**config.mk**
```make
export PLATFORM = sky130hd
export DESIGN_NAME = fb_dma_strobe
export DESIGN_NICKNAME = d
export VERILOG_FILES = /design/src/rtl/fb_pkg.sv /design/src/rtl/fb_start_qual.sv /design/src/rtl/fb_chan_seq.sv /design/src/rtl/fb_dma_strobe.sv
export SDC_FILE = /design/constraint.sdc
export NUM_CORES = 1
export LEC_CHECK = 0
export BUFFER_PORTS_ARGS = -buffer_cell sky130_fd_sc_hd__buf_2
export CAP_MARGIN = 20
export CORE_MARGIN = 2
export CORE_UTILIZATION = 35
export CTS_CLUSTER_DIAMETER = 100
export DETAILED_ROUTE_END_ITERATION = 8
export GPL_TIMING_DRIVEN = 1
export PLACE_DENSITY = 0.62
export SYNTH_ARGS = -nofsm -noshare
export SYNTH_HDL_FRONTEND = slang
export SYNTH_SLANG_ARGS = --single-unit
```
**constraint.sdc**
```tcl
create_clock -name clk -period 7.35 [get_ports clk]
set_input_delay 1.47 -clock clk [delete_from_list [all_inputs] [get_ports clk]]
set_output_delay 1.47 -clock clk [all_outputs]
set_load 0.02 [all_outputs]
```
**src/rtl/fb_pkg.sv**
```systemverilog
// Package: shared state encoding for the fly-by strobe generator.
// Assumes: nothing beyond IEEE 1800-2017 enum support.
package fb_pkg;

    // Per-channel strobe sequencer state.
    typedef enum logic [1:0] {
        FB_IDLE = 2'd0,  // no strobe, waiting for a request
        FB_RD   = 2'd1,  // peripheral read strobe (memory write cycle)
        FB_WR   = 2'd2,  // peripheral write strobe (memory read cycle)
        FB_HOLD = 2'd3   // ready seen, waiting for the bus cycle to end
    } fb_state_e;

endpackage

```
**src/rtl/fb_start_qual.sv**
```systemverilog
// Module: fb_start_qual
// Decides, each cycle, which channel (if any) may begin a strobe and in
// which direction. A start needs an active bus cycle, exactly one
// acknowledge low and exactly one memory strobe low.
// Assumes: all inputs are synchronous to the bus clock.
module fb_start_qual #(
    parameter int N_CH = 4
) (
    input  logic            clk,
    input  logic            rst_n,
    input  logic [N_CH-1:0] ack_n,
    input  logic            mem_rd_n,
    input  logic            mem_wr_n,
    input  logic            cyc_act,
    output logic [N_CH-1:0] start_rd,
    output logic [N_CH-1:0] start_wr
);
    localparam int CW = $clog2(N_CH + 1);

    logic [N_CH-1:0] ack_lo;
    logic [CW-1:0]   ack_cnt;
    logic            one_ack;
    logic            dir_rd;   // memory write cycle -> peripheral read
    logic            dir_wr;   // memory read cycle  -> peripheral write

    assign ack_lo = ~ack_n;

    // Count how many acknowledges are asserted this cycle.
    always_comb begin
        ack_cnt = '0;
        for (int i = 0; i < N_CH; i++) begin
            ack_cnt = ack_cnt + CW'(ack_lo[i]);
        end
    end

    // Qualify the transfer: single acknowledge and a clear direction.
    always_comb begin
        one_ack = (ack_cnt == CW'(1));
        dir_rd  = cyc_act && one_ack && !mem_wr_n &&  mem_rd_n;
        dir_wr  = cyc_act && one_ack &&  mem_wr_n && !mem_rd_n;
    end

    // Route the direction to the acknowledged channel only.
    always_comb begin
        start_rd = dir_rd ? ack_lo : '0;
        start_wr = dir_wr ? ack_lo : '0;
    end

    AST_ONE_START: assert property (@(posedge clk) disable iff (!rst_n)
        $onehot0(start_rd | start_wr)) else $error("AST_ONE_START");
    AST_NO_START_IDLE_BUS: assert property (@(posedge clk) disable iff (!rst_n)
        !cyc_act |-> ((start_rd | start_wr) == '0)) else $error("AST_NO_START_IDLE_BUS");
    AST_NO_START_AMBIG: assert property (@(posedge clk) disable iff (!rst_n)
        (mem_rd_n == mem_wr_n) |-> ((start_rd | start_wr) == '0)) else $error("AST_NO_START_AMBIG");

endmodule

```
**src/rtl/fb_chan_seq.sv**
```systemverilog
// Module: fb_chan_seq
// One channel's strobe sequencer. A start request moves it into a strobe
// state. Ready sampled low ends the strobe and parks it in a hold state
// until the bus cycle ends. The strobes are gated by the live acknowledge,
// so they drop at once if the acknowledge is withdrawn.
// Assumes: start_rd and start_wr are never both high.
module fb_chan_seq
    import fb_pkg::*;
(
    input  logic clk,
    input  logic rst_n,
    input  logic ack_n,
    input  logic cyc_act,
    input  logic rdy_n,
    input  logic start_rd,
    input  logic start_wr,
    output logic per_rd_n,
    output logic per_wr_n,
    output logic per_oe
);
    fb_state_e state, state_nx;

    // Next-state selection for the strobe sequencer.
    always_comb begin
        state_nx = state;
        unique case (state)
            FB_IDLE: begin
                if (start_rd)      state_nx = FB_RD;
                else if (start_wr) state_nx = FB_WR;
            end
            FB_RD, FB_WR: begin
                if (ack_n || !cyc_act) state_nx = FB_IDLE;
                else if (!rdy_n)       state_nx = FB_HOLD;
            end
            FB_HOLD: begin
                if (ack_n || !cyc_act) state_nx = FB_IDLE;
            end
            default: state_nx = FB_IDLE;
        endcase
    end

    // State register with synchronous active-low reset.
    always_ff @(posedge clk) begin
        if (!rst_n) state <= FB_IDLE;
        else        state <= state_nx;
    end

    // Output decode, gated by the live acknowledge.
    always_comb begin
        per_rd_n = !((state == FB_RD) && !ack_n);
        per_wr_n = !((state == FB_WR) && !ack_n);
        per_oe   =  (state == FB_RD) && !ack_n;
    end

    AST_OE_ONLY_PERIPH_READ: assert property (@(posedge clk) disable iff (!rst_n)
        per_oe |-> (!per_rd_n && per_wr_n && !ack_n)) else $error("AST_OE_ONLY_PERIPH_READ");
    AST_NO_STROBE_WO_ACK: assert property (@(posedge clk) disable iff (!rst_n)
        ack_n |-> (per_rd_n && per_wr_n)) else $error("AST_NO_STROBE_WO_ACK");
    AST_RELEASE_ON_READY: assert property (@(posedge clk) disable iff (!rst_n)
        ((!per_rd_n || !per_wr_n) && !rdy_n) |=> (per_rd_n && per_wr_n)) else $error("AST_RELEASE_ON_READY");
    AST_NO_REFIRE: assert property (@(posedge clk) disable iff (!rst_n)
        (per_rd_n && per_wr_n && !ack_n && cyc_act && !$past(rdy_n) && !$past(per_rd_n && per_wr_n))
        |=> (per_rd_n && per_wr_n)) else $error("AST_NO_REFIRE");
    AST_HOLD_IN_WAIT: assert property (@(posedge clk) disable iff (!rst_n)
        (!per_rd_n && rdy_n && cyc_act && !ack_n) |=> (!per_rd_n || ack_n)) else $error("AST_HOLD_IN_WAIT");
    AST_EXCL: assert property (@(posedge clk) disable iff (!rst_n)
        (per_rd_n || per_wr_n)) else $error("AST_EXCL");

endmodule

```
**src/rtl/fb_dma_strobe.sv**
```systemverilog
// Module: fb_dma_strobe (top)
// Generates peripheral read/write strobes for fly-by DMA. A memory write
// cycle gives a peripheral read, a memory read cycle gives a peripheral
// write. The peripheral is selected by its acknowledge line only.
// Assumes: memory strobes and acknowledges are synchronous to clk; at most
// one acknowledge is meant to be active at a time.
module fb_dma_strobe #(
    parameter int N_CH = 4
) (
    input  logic            clk,
    input  logic            rst_n,
    input  logic [N_CH-1:0] chan_ack_n,
    input  logic            mem_rd_n,
    input  logic            mem_wr_n,
    input  logic            cyc_act,
    input  logic            rdy_n,
    output logic [N_CH-1:0] per_rd_n,
    output logic [N_CH-1:0] per_wr_n,
    output logic [N_CH-1:0] per_oe
);
    logic [N_CH-1:0] start_rd;
    logic [N_CH-1:0] start_wr;

    fb_start_qual #(.N_CH(N_CH)) u_qual (
        .clk      (clk),
        .rst_n    (rst_n),
        .ack_n    (chan_ack_n),
        .mem_rd_n (mem_rd_n),
        .mem_wr_n (mem_wr_n),
        .cyc_act  (cyc_act),
        .start_rd (start_rd),
        .start_wr (start_wr)
    );

    for (genvar g = 0; g < N_CH; g++) begin : g_ch
        fb_chan_seq u_seq (
            .clk      (clk),
            .rst_n    (rst_n),
            .ack_n    (chan_ack_n[g]),
            .cyc_act  (cyc_act),
            .rdy_n    (rdy_n),
            .start_rd (start_rd[g]),
            .start_wr (start_wr[g]),
            .per_rd_n (per_rd_n[g]),
            .per_wr_n (per_wr_n[g]),
            .per_oe   (per_oe[g])
        );
    end

    AST_SINGLE_ACTIVE: assert property (@(posedge clk) disable iff (!rst_n)
        $onehot0(~per_rd_n | ~per_wr_n)) else $error("AST_SINGLE_ACTIVE");
    AST_RD_FOLLOWS_MEMWR: assert property (@(posedge clk) disable iff (!rst_n)
        $rose(per_rd_n != '1) |-> $past(!mem_wr_n && mem_rd_n)) else $error("AST_RD_FOLLOWS_MEMWR");
    AST_WR_FOLLOWS_MEMRD: assert property (@(posedge clk) disable iff (!rst_n)
        $rose(per_wr_n != '1) |-> $past(!mem_rd_n && mem_wr_n)) else $error("AST_WR_FOLLOWS_MEMRD");

endmodule

```
==> flow_metrics.tcl <==
set metrics [dict create \
    outcome "completed" \
    end_kind "output port" \
    dp_cells 170 \
    setup_tns_ns 0 \
    cap_violations 0 \
    critPathArrivalTime_ns 2.07 \
    drt-total-wl_um 2140 \
    die_w_um 59.7 \
    wl_per_cell_um 12.4 \
    cpPeakStageDelay_ns 0.17 \
    hold_viol 0 \
    die_y_um 59.7 \
    reg2reg_slack_ns 5.74 \
    pwr-share-comb_pct 61.4 \
    place.gp.congestion 0.787 \
    crit_family "buffers and inverters" \
    clockBufferDepth 2 \
    leakagePower_nw 0.544 \
    rsz0062_at_grt "no" \
    cts.clk_slew.worst_paths_ns 0.06 \
    fmax_ghz 0.283 \
    fillCellCount 334 \
    instances_no_fill 173 \
    cts_resized 0 \
    grt_max_degree 12 \
    cts_tree "done" \
    drive_above_1_share_pct 20.7 \
    clk-insertion-delay-late_ns 0.26 \
    yosys_warnings 0 \
    fin_worst_skew_ns 0.000117 \
    numCtsBuffers 3 \
    ys_types 26 \
    max-slew-margin-rel_pct 58.8 \
    grt_use_total_pct 13.6 \
    antenna_found_initial 0 \
    grt_pass1_vias 853 \
    largest_register_ffs 8 \
    synth_cells 131 \
    layout_min_cycle_time_ns 3.54 \
    min_to "g_ch[2].u_seq.state[1]$_SDFFE_PN0P_" \
    syn-num-nets 164 \
    area_delta_synth_final_pct 4.84 \
    tightest_slew_ns 0.613 \
    cts-root-buf "clkbuf_4" \
    cts_max_level 1 \
    die_area_um2 3560 \
    p_seq_share_pct 25.2 \
    swShare_pct 45.5 \
    grt_first_pass_wirelength_um 3680 \
    rows 20 \
    min_from "g_ch[2].u_seq.state[1]$_SDFFE_PN0P_" \
    dr.pass1.iters 4 \
    via_per_inst 5.01 \
    power.share.clock_pct 13.4 \
    top_regs "g_ch.u_seq.state (8)" \
    r2r_start "g_ch[3].u_seq.state[0]$_SDFFE_PN0P_" \
    power_density_nw_per_um2 242 \
    worstReg2RegEnd "g_ch[3].u_seq.state[1]$_SDFFE_PN0P_" \
    worstRegToRegCells 6 \
    final_max_slew_viol_count 0 \
    synth-seq-cells 8 \
    drt_iter0_drc 11 \
    yosysSeqAreaShare_pct 14.8 \
    overflow 0 \
    peakVddDrop_uv 93.8 \
    io_buffers 21 \
    hold_class "reg2reg" \
    post-route-period-util_pct 48.1 \
    cts_num_sinks 8 \
    initial_utilization_pct 36.1 \
    drc 0 \
    num_io_pins 22 \
    synth_area_per_cell_um2 8.28 \
    start_kind "input port" \
    hold_depth 2 \
    nets 175 \
    p_switching_mw 0.125 \
    cellInternalPower_mw 0.150 \
    post_cts_buffers 0 \
    critPathBufInv 4 \
    cp_cell_sequence "buf_2 > inv_1 > nand2_1 > inv_1 > buf_2" \
    coreArea_um2 3000 \
    worstSetupPathType "in2out" \
    path_max_fanout 5 \
    required_ns 5.88 \
    syn_area_um2 1080 \
    slowest_stage "inv_1" \
    num_antenna_cells 0 \
    hpwl_um 1740 \
    regMostFlops "g_ch.u_seq.state" \
    vias 867 \
    antenna_left 0 \
    setup_viol 0 \
    ctsHoldBuffers 0 \
]
-- cell usage after synthesis --
library cell / count / area [µm²]
nand2b_1: 3 / 18.8
dfxtp_1: 8 / 160
ha_1: 22 / 275
nor3_1: 4 / 20.0
xnor2_1: 1 / 8.76
o22ai_1: 3 / 18.8
nand4bb_4: 1 / 27.5
nand3_1: 3 / 15.0
mux2i_1: 5 / 50.1
buf_6: 2 / 22.5
a31o_2: 1 / 8.76
buf_1: 1 / 3.75
a21oi_1: 7 / 35.0
a211o_1: 2 / 17.5
o31ai_4: 1 / 21.3
a211oi_1: 4 / 30.0
fa_1: 1 / 20.0
nand2_1: 18 / 67.6
buf_4: 12 / 90.1
o31ai_2: 1 / 12.5
a31oi_1: 3 / 18.8
o31a_2: 1 / 10.0
nand3b_1: 3 / 22.5
or3_1: 2 / 12.5
inv_1: 18 / 67.6
o31ai_1: 4 / 30.0
-- layer usage --
layer | track usage, % | up-vias | part of all wire, %
met2 | 22.2 | 17 | 47
met4 | 5.71 | 0 | 1.2
met1 | 17.3 | 392 | 47
li1 | - | 454 | -
met3 | 2.60 | 4 | 4.8
met5 | 0 | - | 0
-- power groups by stage --
stage / clock, mW / combinational, mW / sequential [mW]
2_1_floorplan: 0 / 0.148 / 0.0668
3_3_place_gp: 0 / 0.168 / 0.0696
3_5_place_dp: 0 / 0.169 / 0.0711
4_1_cts: 0.0382 / 0.171 / 0.0699
5_1_grt: 0.0405 / 0.193 / 0.0715
6_report: 0.0370 / 0.169 / 0.0693
-- worst min-delay path, stage by stage (launching register included) --
cell,delay [ns]
dfxtp_1,0.34
nand2_1,0.06
mux2i_1,0.06
-- stage by stage --
step	worst slack (ns)	area [µm²]	utilization, %	total power [mW]	hold slack, ns
final	3.81	1140	37.9	0.276	0.506
after global routing	3.75	1140	37.9	0.305	0.540
after CTS	3.80	1140	37.9	0.279	0.513
after detailed placement	3.59	1110	37.1	0.241	0.501
after global placement	3.68	1110	37.1	0.238	0.493
after floorplan	3.94	1080	-	0.215	0.471
-- how the worst max path moves through the flow --
| stage | depth (start not counted) | slack (ns) | endpoint | startpoint |
|---|---|---|---|---|
| finish | 5 | 3.81 | per_oe[2] | chan_ack_n[2] |
| CTS | 5 | 3.80 | per_oe[2] | chan_ack_n[2] |
| floorplan | 9 | 3.94 | g_ch[0].u_seq.state[0]$_SDFFE_PN0P_ | chan_ack_n[0] |
| global route | 9 | 3.75 | g_ch[2].u_seq.state[0]$_SDFFE_PN0P_ | chan_ack_n[1] |
| global placement | 9 | 3.68 | g_ch[3].u_seq.state[1]$_SDFFE_PN0P_ | chan_ack_n[0] |
| detailed placement | 9 | 3.59 | g_ch[3].u_seq.state[1]$_SDFFE_PN0P_ | chan_ack_n[1] |
-- area by class of cell --
| cell class | count | area, µm² | area share [%] |
|---|---|---|---|
| inverter | 18 | 67.6 | 5.94 |
| timing repair buffer | 21 | 105 | 9.24 |
| multi-input combinational | 90 | 741 | 65.1 |
| tap | 33 | 41.3 | 3.63 |
| sequential | 8 | 160 | 14.1 |
| clock buffer | 3 | 22.5 | 1.98 |
-- logic make-up (layout without fill, tap and decap cells) --
kind of cell	Yosys count	count (layout)	synth area share, %
fa+ha+maj	23	23	27.2
compound gates	27	27	18.7
flops	8	8	14.8
mux	5	5	4.61
xor+xnor	1	1	0.808
simple gates	34	34	17.0
buf+inv	33	42	17.0
-- cells in the final DEF (no fill, tap or decap) --
cell	count
xnor2_1	1
ha_1	22
o22ai_1	3
fa_1	1
a211o_1	2
dfxtp_1	8
nand3_1	3
a31oi_1	3
or3_1	2
o31ai_4	1
a31o_2	1
a211oi_1	4
nand3b_1	3
buf_2	21
clkbuf_4	3
nand4bb_4	1
a21oi_1	7
o31a_2	1
mux2i_1	5
inv_1	18
nand2_1	18
o31ai_2	1
nor3_1	4
nand2b_1	3
o31ai_1	4
No activity file was read; power rests on OpenSTA's default activity.
